===== src/rtl/rc_release_pkg.sv =====
package rc_release_pkg;

  // Header bit positions, LSB numbering
  localparam int HDR_IN_TABLE = 15;
  localparam int HDR_ON_STACK = 14;
  localparam int HDR_FINAL    = 7;
  localparam int HDR_CNT_LO   = 1;
  localparam int HDR_CNT_W    = 6;
  localparam int HDR_OVF      = 0;

  localparam logic [2:0] TRAP_UNDERFLOW = 3'd3;
  localparam logic [2:0] TRAP_BUG       = 3'd5;
  localparam logic [2:0] TRAP_FINALIZE  = 3'd6;

  localparam logic [15:0] RESIDUE_WILDCARD = 16'hFFFF;

  typedef enum logic [1:0] {
    RES_CONTINUE = 2'd0,
    RES_RECLAIM  = 2'd1,
    RES_FINALIZE = 2'd2
  } rcResult_e;

  // Strobes from control to datapath
  typedef struct packed {
    logic loadRef;
    logic loadHdr;
    logic loadEntry;
    logic rdHdr;
    logic rdTbl;
    logic wrHdr;
  } rcStrobe_t;

  // Conditions from datapath to control
  typedef struct packed {
    logic cntHigh;
    logic cntZero;
    logic ovf;
    logic inTable;
    logic onStack;
    logic finFlag;
    logic tblHit;
  } rcStatus_t;

endpackage


===== src/rtl/rc_release_dp.sv =====
module rc_release_dp
  import rc_release_pkg::*;
#(
  parameter int ADDR_W = 22,
  parameter int IDX_W = 12,
  parameter int unsigned TABLE_BASE = 'h3F0000
) (
  input  logic              clk,
  input  logic              rstN,
  input  rcStrobe_t         strobe,
  input  logic [ADDR_W-1:0] reqRef,
  input  logic [15:0]       memRdData,
  output logic              refOdd,
  output rcStatus_t         status,
  output logic [ADDR_W-1:0] memAddr,
  output logic [15:0]       memWrData,
  output logic [ADDR_W-1:0] nhp
);

  localparam int RES_W = ADDR_W - IDX_W - 1;

  logic [ADDR_W-1:0] refReg;
  logic [15:0]       hdrReg;
  logic [15:0]       entryReg;
  logic [RES_W-1:0]  residue;
  logic [IDX_W-1:0]  tblIdx;
  logic [ADDR_W-1:0] tblAddr;
  logic [HDR_CNT_W-1:0] cnt;

  always_ff @(posedge clk) begin
    if (!rstN) begin
      refReg   <= '0;
      hdrReg   <= '0;
      entryReg <= '0;
    end else begin
      if (strobe.loadRef)   refReg   <= reqRef;
      if (strobe.loadHdr)   hdrReg   <= memRdData;
      if (strobe.loadEntry) entryReg <= memRdData;
    end
  end

  assign refOdd = reqRef[0];
  assign nhp    = refReg - ADDR_W'(2);

  // Hash: residue from top bits, folded into the word index above bit 0
  assign residue = nhp[ADDR_W-1 -: RES_W];
  assign tblIdx  = nhp[IDX_W:1] ^ IDX_W'(residue);
  assign tblAddr = ADDR_W'(TABLE_BASE) + ADDR_W'(tblIdx);

  assign cnt = hdrReg[HDR_CNT_LO +: HDR_CNT_W];

  always_comb begin
    status.cntHigh = cnt > HDR_CNT_W'(1);
    status.cntZero = cnt == '0;
    status.ovf     = hdrReg[HDR_OVF];
    status.inTable = hdrReg[HDR_IN_TABLE];
    status.onStack = hdrReg[HDR_ON_STACK];
    status.finFlag = hdrReg[HDR_FINAL];
    status.tblHit  = (entryReg == 16'(residue)) || (entryReg == RESIDUE_WILDCARD);
  end

  assign memAddr   = strobe.rdTbl ? tblAddr : nhp;
  assign memWrData = hdrReg - 16'd2;

endmodule


===== src/rtl/rc_release_ctl.sv =====
module rc_release_ctl
  import rc_release_pkg::*;
(
  input  logic       clk,
  input  logic       rstN,
  input  logic       reqValid,
  input  logic       refOdd,
  input  rcStatus_t  status,
  output rcStrobe_t  strobe,
  output logic       reqReady,
  output logic       doneValid,
  output logic [1:0] resultCode,
  output logic       trapValid,
  output logic [2:0] trapCode,
  output logic       appendValid
);

  typedef enum logic [2:0] {
    ST_IDLE, ST_HDR_RD, ST_HDR_WAIT, ST_DECIDE,
    ST_TBL_RD, ST_TBL_WAIT, ST_RESOLVE, ST_FINISH
  } rcState_e;

  rcState_e  state, stateNext;
  logic      wrFlag, appFlag, trapFlag;
  logic [2:0] codeReg;
  rcResult_e resReg;

  logic      decLoad, decWr, decApp, decTrap;
  logic [2:0] decCode;
  rcResult_e decRes;

  always_comb begin
    stateNext = state;
    strobe    = '0;
    decLoad   = 1'b0;
    decWr     = 1'b0;
    decApp    = 1'b0;
    decTrap   = 1'b0;
    decCode   = 3'd0;
    decRes    = RES_CONTINUE;
    unique case (state)
      ST_IDLE: begin
        if (reqValid) begin
          strobe.loadRef = 1'b1;
          decLoad = 1'b1;
          if (refOdd) begin
            decTrap   = 1'b1;
            decCode   = TRAP_BUG;
            stateNext = ST_FINISH;
          end else begin
            stateNext = ST_HDR_RD;
          end
        end
      end
      ST_HDR_RD: begin
        strobe.rdHdr = 1'b1;
        stateNext = ST_HDR_WAIT;
      end
      ST_HDR_WAIT: begin
        strobe.loadHdr = 1'b1;
        stateNext = ST_DECIDE;
      end
      ST_DECIDE: begin
        if (status.cntZero) begin
          decLoad   = 1'b1;
          decTrap   = 1'b1;
          decCode   = status.ovf ? TRAP_UNDERFLOW : TRAP_BUG;
          stateNext = ST_FINISH;
        end else if (status.cntHigh || status.ovf || status.inTable) begin
          decLoad   = 1'b1;
          decWr     = 1'b1;
          stateNext = ST_FINISH;
        end else if (status.onStack) begin
          decLoad   = 1'b1;
          decWr     = 1'b1;
          decApp    = 1'b1;
          stateNext = ST_FINISH;
        end else begin
          stateNext = ST_TBL_RD;
        end
      end
      ST_TBL_RD: begin
        strobe.rdTbl = 1'b1;
        stateNext = ST_TBL_WAIT;
      end
      ST_TBL_WAIT: begin
        strobe.loadEntry = 1'b1;
        stateNext = ST_RESOLVE;
      end
      ST_RESOLVE: begin
        decLoad = 1'b1;
        if (status.tblHit) begin
          decWr  = 1'b1;
          decApp = 1'b1;
        end else if (!status.finFlag) begin
          decWr  = 1'b1;
          decRes = RES_RECLAIM;
        end else begin
          decTrap = 1'b1;
          decCode = TRAP_FINALIZE;
          decRes  = RES_FINALIZE;
        end
        stateNext = ST_FINISH;
      end
      ST_FINISH: begin
        strobe.wrHdr = wrFlag;
        stateNext = ST_IDLE;
      end
      default: stateNext = ST_IDLE;
    endcase
  end

  always_ff @(posedge clk) begin
    if (!rstN) begin
      state    <= ST_IDLE;
      wrFlag   <= 1'b0;
      appFlag  <= 1'b0;
      trapFlag <= 1'b0;
      codeReg  <= 3'd0;
      resReg   <= RES_CONTINUE;
    end else begin
      state <= stateNext;
      if (decLoad) begin
        wrFlag   <= decWr;
        appFlag  <= decApp;
        trapFlag <= decTrap;
        codeReg  <= decCode;
        resReg   <= decRes;
      end
    end
  end

  assign reqReady    = state == ST_IDLE;
  assign doneValid   = state == ST_FINISH;
  assign resultCode  = doneValid ? resReg : RES_CONTINUE;
  assign trapValid   = doneValid & trapFlag;
  assign trapCode    = doneValid ? codeReg : 3'd0;
  assign appendValid = doneValid & appFlag;

endmodule


===== src/rtl/rc_release_unit.sv =====
module rc_release_unit
  import rc_release_pkg::*;
#(
  parameter int ADDR_W = 22,
  parameter int IDX_W = 12,
  parameter int unsigned TABLE_BASE = 'h3F0000
) (
  input  logic              clk,
  input  logic              rstN,
  input  logic              reqValid,
  input  logic [ADDR_W-1:0] reqRef,
  output logic              reqReady,
  output logic              memRdEn,
  output logic              memWrEn,
  output logic [ADDR_W-1:0] memAddr,
  output logic [15:0]       memWrData,
  input  logic [15:0]       memRdData,
  output logic              doneValid,
  output logic [1:0]        resultCode,
  output logic              trapValid,
  output logic [2:0]        trapCode,
  output logic              appendValid,
  output logic [ADDR_W-1:0] appendNhp
);

  rcStrobe_t strobe;
  rcStatus_t status;
  logic      refOdd;

  rc_release_ctl u_ctl (
    .clk(clk), .rstN(rstN), .reqValid(reqValid), .refOdd(refOdd),
    .status(status), .strobe(strobe), .reqReady(reqReady),
    .doneValid(doneValid), .resultCode(resultCode), .trapValid(trapValid),
    .trapCode(trapCode), .appendValid(appendValid)
  );

  rc_release_dp #(.ADDR_W(ADDR_W), .IDX_W(IDX_W), .TABLE_BASE(TABLE_BASE)) u_dp (
    .clk(clk), .rstN(rstN), .strobe(strobe), .reqRef(reqRef),
    .memRdData(memRdData), .refOdd(refOdd), .status(status),
    .memAddr(memAddr), .memWrData(memWrData), .nhp(appendNhp)
  );

  assign memRdEn = strobe.rdHdr | strobe.rdTbl;
  assign memWrEn = strobe.wrHdr;

endmodule


===== config.mk =====
export PLATFORM = sky130hd
export DESIGN_NAME = rc_release_unit
export DESIGN_NICKNAME = d
export VERILOG_FILES = /design/src/rtl/rc_release_pkg.sv /design/src/rtl/rc_release_dp.sv /design/src/rtl/rc_release_ctl.sv /design/src/rtl/rc_release_unit.sv
export SDC_FILE = /design/constraint.sdc
export NUM_CORES = 1
export LEC_CHECK = 0
export BUFFER_PORTS_ARGS = -buffer_cell sky130_fd_sc_hd__buf_2
export CORE_UTILIZATION = 45
export DETAILED_ROUTE_END_ITERATION = 6
export PLACE_DENSITY = 0.7
export REMOVE_ABC_BUFFERS = 1
export SLEW_MARGIN = 10
export SYNTH_ARGS = -nofsm -noshare
export SYNTH_HDL_FRONTEND = slang
export SYNTH_HIERARCHICAL = 1
export SYNTH_SLANG_ARGS = --single-unit

===== constraint.sdc =====
create_clock -name clk -period 5.2 [get_ports clk]
set_input_delay 1.56 -clock clk [delete_from_list [all_inputs] [get_ports clk]]
set_output_delay 1.56 -clock clk [all_outputs]
set_load 0.01 [all_outputs]

# --- Word-level counts from Yosys, hierarchy flattened ---
# Index checks and enable logic that the tools add are counted.
word_totals:
  wordCells: 76
  output_inout_bits: 71
  inputBits: 41
  reg_bits: 65
classes:
  n_eq_ne: 10
  muxes: 44
  n_reduce_logical: 5
  add_sub_neg: 3
  bitwise: 4
  magnitude_cmp: 1
op_table:
  columns: ["op", "count"]
  rows:
  - ["3-bit two-way mux", 10]
  - ["3-bit one-hot mux with 8 select lines", 1]
  - ["22-bit two-way mux", 1]
  - ["22-bit by 2-bit subtractor with 22-bit output (second input constant)", 1]
  - ["1-bit two-way mux", 21]
  - ["17-bit by 13-bit adder with 18-bit output (first input constant)", 1]
  - ["16-bit == test (second input constant)", 1]
  - ["16-bit by 9-bit == test with 1-bit output", 1]
  - ["16-bit by 2-bit subtractor with 16-bit output (second input constant)", 1]
  - ["3-bit == test (second input constant)", 4]
  - ["2-bit two-way mux", 6]
  - ["12-bit by 9-bit XOR with 12-bit output", 1]
  - ["3-bit one-hot mux with 3 select lines", 1]
  - ["3-bit by 2-bit == test with 1-bit output (second input constant)", 2]
  - ["6-bit by 1-bit greater-than comparator with 1-bit output (second input constant)", 1]
  - ["6-bit logical NOT", 1]
  - ["1-bit one-hot mux with 3 select lines", 2]
  - ["1-bit one-hot mux with 2 select lines", 2]
  - ["3-bit by 1-bit == test with 1-bit output (second input constant)", 1]
  - ["3-bit logical NOT", 1]
  - ["1-bit logical OR", 3]
  - ["1-bit bitwise AND", 2]
  - ["2-bit != test (second input constant)", 1]
  - ["1-bit bitwise OR", 1]

# --- Logic depth before layout (Yosys ltp) ---
depth:
  word_depth: 6
  ltp_mapped: 12
  ltp_nobuf: 12

# --- Modules after synthesis ---
# Netlist, hierarchy kept.
by_module_without_submodules:
  columns: ["mod", "area_each_um2", "cells_per_inst", "seq_area_each_um2", "n_inst"]
  rows:
  - ["rc_release_dp", 3298.2, 366, 1081.0, 1]
  - ["rc_release_ctl", 706.9, 92, 220.2, 1]
  - ["rc_release_unit", 6.3, 1, 0.0, 1]

# --- Worst setup path after synthesis ---
# OpenSTA, ideal clock, no wires.
synth_timing:
  kind: "register to output"
  start: "register u_dp.refReg[1]"
  end: "output port memAddr[8]"
  t_arrival_ps: 2242
  slack_ps: 1398
  path_buffers: 0
  path_stages_with_launch: 9
  path_cell_list: "dfxtp_1 -> inv_1 -> ha_1 -> nor3b_2 -> and4_2 -> or3b_1 -> xor2_1 -> xor2_1 -> a21oi_1"
synth_between:
  elab_chain_cells: 4
synth_lines:
  columns: ["element", "line_no", "source"]
  rows:
  - ["start: declaration", "rc_release_dp.sv:22", "logic [ADDR_W-1:0] refReg;"]
  - ["start signal: assignment", "rc_release_dp.sv:36", "if (strobe.loadRef) refReg <= reqRef;"]
  - ["22-bit by 2-bit subtractor with 22-bit output", "rc_release_dp.sv:43", "assign nhp = refReg - ADDR_W'(2);"]
  - ["net appendNhp[1]", "rc_release_unit.sv:23", "output logic [ADDR_W-1:0] appendNhp"]
  - ["12-bit by 9-bit XOR with 12-bit output", "rc_release_dp.sv:47", "assign tblIdx = nhp[IDX_W:1] ^ IDX_W'(residue);"]
  - ["17-bit by 13-bit adder with 18-bit output", "rc_release_dp.sv:48", "assign tblAddr = ADDR_W'(TABLE_BASE) + ADDR_W'(tblIdx);"]
  - ["22-bit two-way mux", "rc_release_dp.sv:62", "assign memAddr = strobe.rdTbl ? tblAddr : nhp;"]
  - ["end: declaration", "rc_release_unit.sv:15", "output logic [ADDR_W-1:0] memAddr,"]
# The timed path passes the listed nets, and every way through them passes these cells.

# --- Final worst setup path ---
layout_timing:
  start: "register u_dp.refReg[1]"
  end: "output port memAddr[8]"
layout_between:
  elab_chain_cells: 4
layout_lines:
  columns: ["element", "line_no"]
  rows:
  - ["22-bit by 2-bit subtractor with 22-bit output *", "rc_release_dp.sv:43"]
  - ["12-bit by 9-bit XOR with 12-bit output", "rc_release_dp.sv:47"]
  - ["17-bit by 13-bit adder with 18-bit output", "rc_release_dp.sv:48"]
  - ["22-bit two-way mux *", "rc_release_dp.sv:62"]
# Mark *: on every way between the ends. The rest lies on a longest branch, timed or not.

==> run_results.csv <==
group,metric,value,unit
timing,max_freq,220,MHz
logic_synthesis,synthTopCellsByCount,"65 x dfxtp_1, 60 x mux2i_1, 57 x nor2b_1",
global_routing,grt_pass1_wl,14.5,mm
timing,final.setup.tns,0,ns
timing,drv_slew,0,
finish,syn2layout_area_growth,19.1,%
power_and_ir_drop,power.density,454,mW/mm^2
finish,nets,595,
logic_synthesis,yosys.cell_count.top_type,"dfxtp_1",
drt,viasPerCell,5.15,
clock_tree,insertion_delay,0.33,ns
floorplan,core,0.00868,mm^2
clock_tree,cts_resized,0,
timing,skew,0.00635,ns
power_and_ir_drop,seqPwrFrac,28.6,%
drt,ant_nets,0,
critical_path,worst-path-max-fanout,7,
critical_path,critPathCaptureType,"output port",
timing,relSlewSlack,25.1,%
placement,dp_hpwl,6.85,mm
floorplan,ioPinCount,112,
critical_path,critPathLaunchType,"flip-flop",
clock_tree,h-tree-depth,3,
critical_path,crit_type,"flip-flop to output port",
logic_synthesis,async_flop_share,0,%
global_routing,gr-total-overflow,0,
logic_synthesis,synthCells,459,
clock_tree,post-cts-setup-buffers,0,
logic_synthesis,synth-edff-count,0,
timing,rsz0062_at_grt,"false",
logic_synthesis,synth_area_leaders,"dfxtp_1 32%, mux2i_1 15%, nor2b_1 8.9%",
global_routing,track_usage,20.4,%
worst_hold_path,hold_path.class,"flip-flop to flip-flop",
power_and_ir_drop,vdd_ir_drop_max,0.224,mV
logic_synthesis,netlist_area,0.00401,mm^2
logic_synthesis,synth_top_area_share,32.4,%
drt,first_pass_iters,4,
floorplan,dieArea,0.00930,mm^2
finish,drive_gt1_share,26.3,%
power_and_ir_drop,clkPwrFrac,21.8,%
critical_path,arrival,2.98,ns
floorplan,rows,34,
placement,place_congestion,0.793,
finish,antenna_cells,0,
clock_tree,hold_buffers,0,
power_and_ir_drop,swShare,39.8,%
power_and_ir_drop,power_leakage,2.07,nW
logic_synthesis,synthFlopType,"dfxtp_1",
global_routing,first_global_vias,3024,
floorplan,die_x,96.4,um
clock_tree,numCtsBuffers,9,
drt,dr_total_vias,3415,
timing,tightest_slew,1.12,ns
floorplan,die_y,96.4,um
logic_synthesis,synth.distinct_cells,59,
clock_tree,cts_tree,"done",
job,maxCapViolations,0,
clock_tree,cts_root_buf,"clkbuf_8",
placement,io_buffers,111,
logic_synthesis,yosysTopAreaCell,"dfxtp_1",
clock_tree,cts.sinks,65,
logic_synthesis,yosysSeqAreaShare,32.4,%
power_and_ir_drop,internal_power,0.00131,W
timing,hold_viol,0,
drt,wl_per_cell,14.0,um
drt,drtIter0Drc,103,
run_status,status,"completed",
global_routing,grt_max_degree,73,
clock_tree,clkTransAtPathRegs,0.07,ns
logic_synthesis,syn-mean-instance-area,8.74,um^2
power_and_ir_drop,power_switching,0.000864,W
power_and_ir_drop,comb_power_share,49.6,%
drt,drc,0,
power_and_ir_drop,power,0.00217,W
floorplan,initial_utilization,46.2,%
placement,post-place-ws,0.981,ns
timing,period_needed,4.54,ns
critical_path,crit_required,3.64,ns
timing,fin_crit_sh,87.2,%
global_routing,antenna_found_initial,0,
timing,setup_slack,0.664,ns
logic_synthesis,ys_ff_latch,65,
clock_tree,ctsLongestPathBuffers,2,
drt,finalWirelength,9.27,mm
timing,setup_viol,0,
logic_synthesis,yosysWarnings,6,
area by class of cell:
| type | instances | area, um^2 |
|---|---|---|
| fillers | 815 | 3900 |
| multi-input cells | 343 | 2480 |
| flip-flops and latches | 65 | 1300 |
| repair buffers | 113 | 571 |
| clock buffers | 15 | 196 |
| well taps | 108 | 135 |
| inverters | 18 | 67.6 |
| clock inverters | 1 | 30.0 |
power by group through the flow:
stage | sequential [W] | clock, W | combinational (W)
3_3_place_gp | 0.000627 | 0 | 0.00106
6_report | 0.000621 | 0.000474 | 0.00108
5_1_grt | 0.000631 | 0.000507 | 0.00121
2_1_floorplan | 0.000612 | 0 | 0.000731
4_1_cts | 0.000620 | 0.000483 | 0.00109
3_5_place_dp | 0.000631 | 0 | 0.00108
flip-flops by register name (all words and copies together), names as in the netlist:
register and count:
u_dp/hdrReg 16, u_dp/entryReg 16, u_ctl/wrFlag 1, u_ctl/appFlag 1
u_dp/refReg 22, u_ctl/codeReg 3, u_ctl/resReg 2, u_ctl/trapFlag 1
u_ctl/state 3
path summary, 6_finish.rpt:
path	startpoint	endpoint	slack (ns)	cells after the start
max	u_dp/refReg[1]	memAddr[8]	0.66	9
min	u_ctl/resReg[1]	u_ctl/resReg[1]	0.47	2
max reg2reg	u_dp/refReg[1]	u_ctl/codeReg[2]	1.66	12
min reg2reg	u_ctl/resReg[1]	u_ctl/resReg[1]	0.47	2
layer usage:
layer / part of all wire (%) / global-route usage, % / up-vias / wire length, um
met5: 0 / 0 / - / 0
met4: 1.2 / 7.60 / 0 / 113
met3: 5.6 / 3.05 / 11 / 517
met2: 45 / 33.9 / 114 / 4140
met1: 48 / 26.8 / 1553 / 4490
li1: - / - / 1737 / -
placed cells by master, fill, tap and decap left out, types with 3 or more instances in the layout:
| master | n |
|---|---|
| a21oi_1 | 11 |
| and2_1 | 10 |
| nand3_1 | 13 |
| xnor2_1 | 17 |
| nand4_1 | 8 |
| nor2b_1 | 57 |
| nand2_1 | 27 |
| nand2b_1 | 9 |
| nor4_1 | 6 |
| nor2_1 | 29 |
| clkbuf_8 | 14 |
| xor2_1 | 27 |
| dfxtp_1 | 65 |
| nor3_1 | 7 |
| or4_1 | 4 |
| ha_1 | 4 |
| inv_1 | 18 |
| buf_2 | 111 |
| o21ai_0 | 9 |
| mux2i_1 | 60 |
| o22ai_1 | 3 |
stage by stage:
stage / utilization [%] / cells / area [um^2] / hold WS, ns
6_report: 55.1 / 663 / 4780 / 0.474
5_1_grt: 55.1 / 663 / 4780 / 0.501
2_1_floorplan: - / 426 / 3840 / 0.443
4_1_cts: 55.1 / 663 / 4780 / 0.477
3_5_place_dp: 52.5 / 647 / 4550 / 0.465
3_3_place_gp: 52.5 / 647 / 4550 / 0.454
cells by family after synthesis:
| group | Yosys count | synth area share [%] |
|---|---|---|
| fa+ha+maj | 4 | 1.25 |
| xor+xnor | 45 | 10.2 |
| buf+inv | 51 | 5.93 |
| compound gates | 38 | 6.39 |
| flops | 65 | 32.4 |
| mux | 61 | 15.3 |
| simple gates | 195 | 28.5 |
worst max-delay path: stages, from the launching register on:
cell and delay, ns:
dfxtp_1 0.38, inv_1 0.11, ha_1 0.18, nor3b_2 0.35, and4_2 0.32, or3b_1 0.39, xor2_1 0.46, xor2_1 0.19
a21oi_1 0.08, buf_2 0.19
Power figures use the tool's default switching activity.
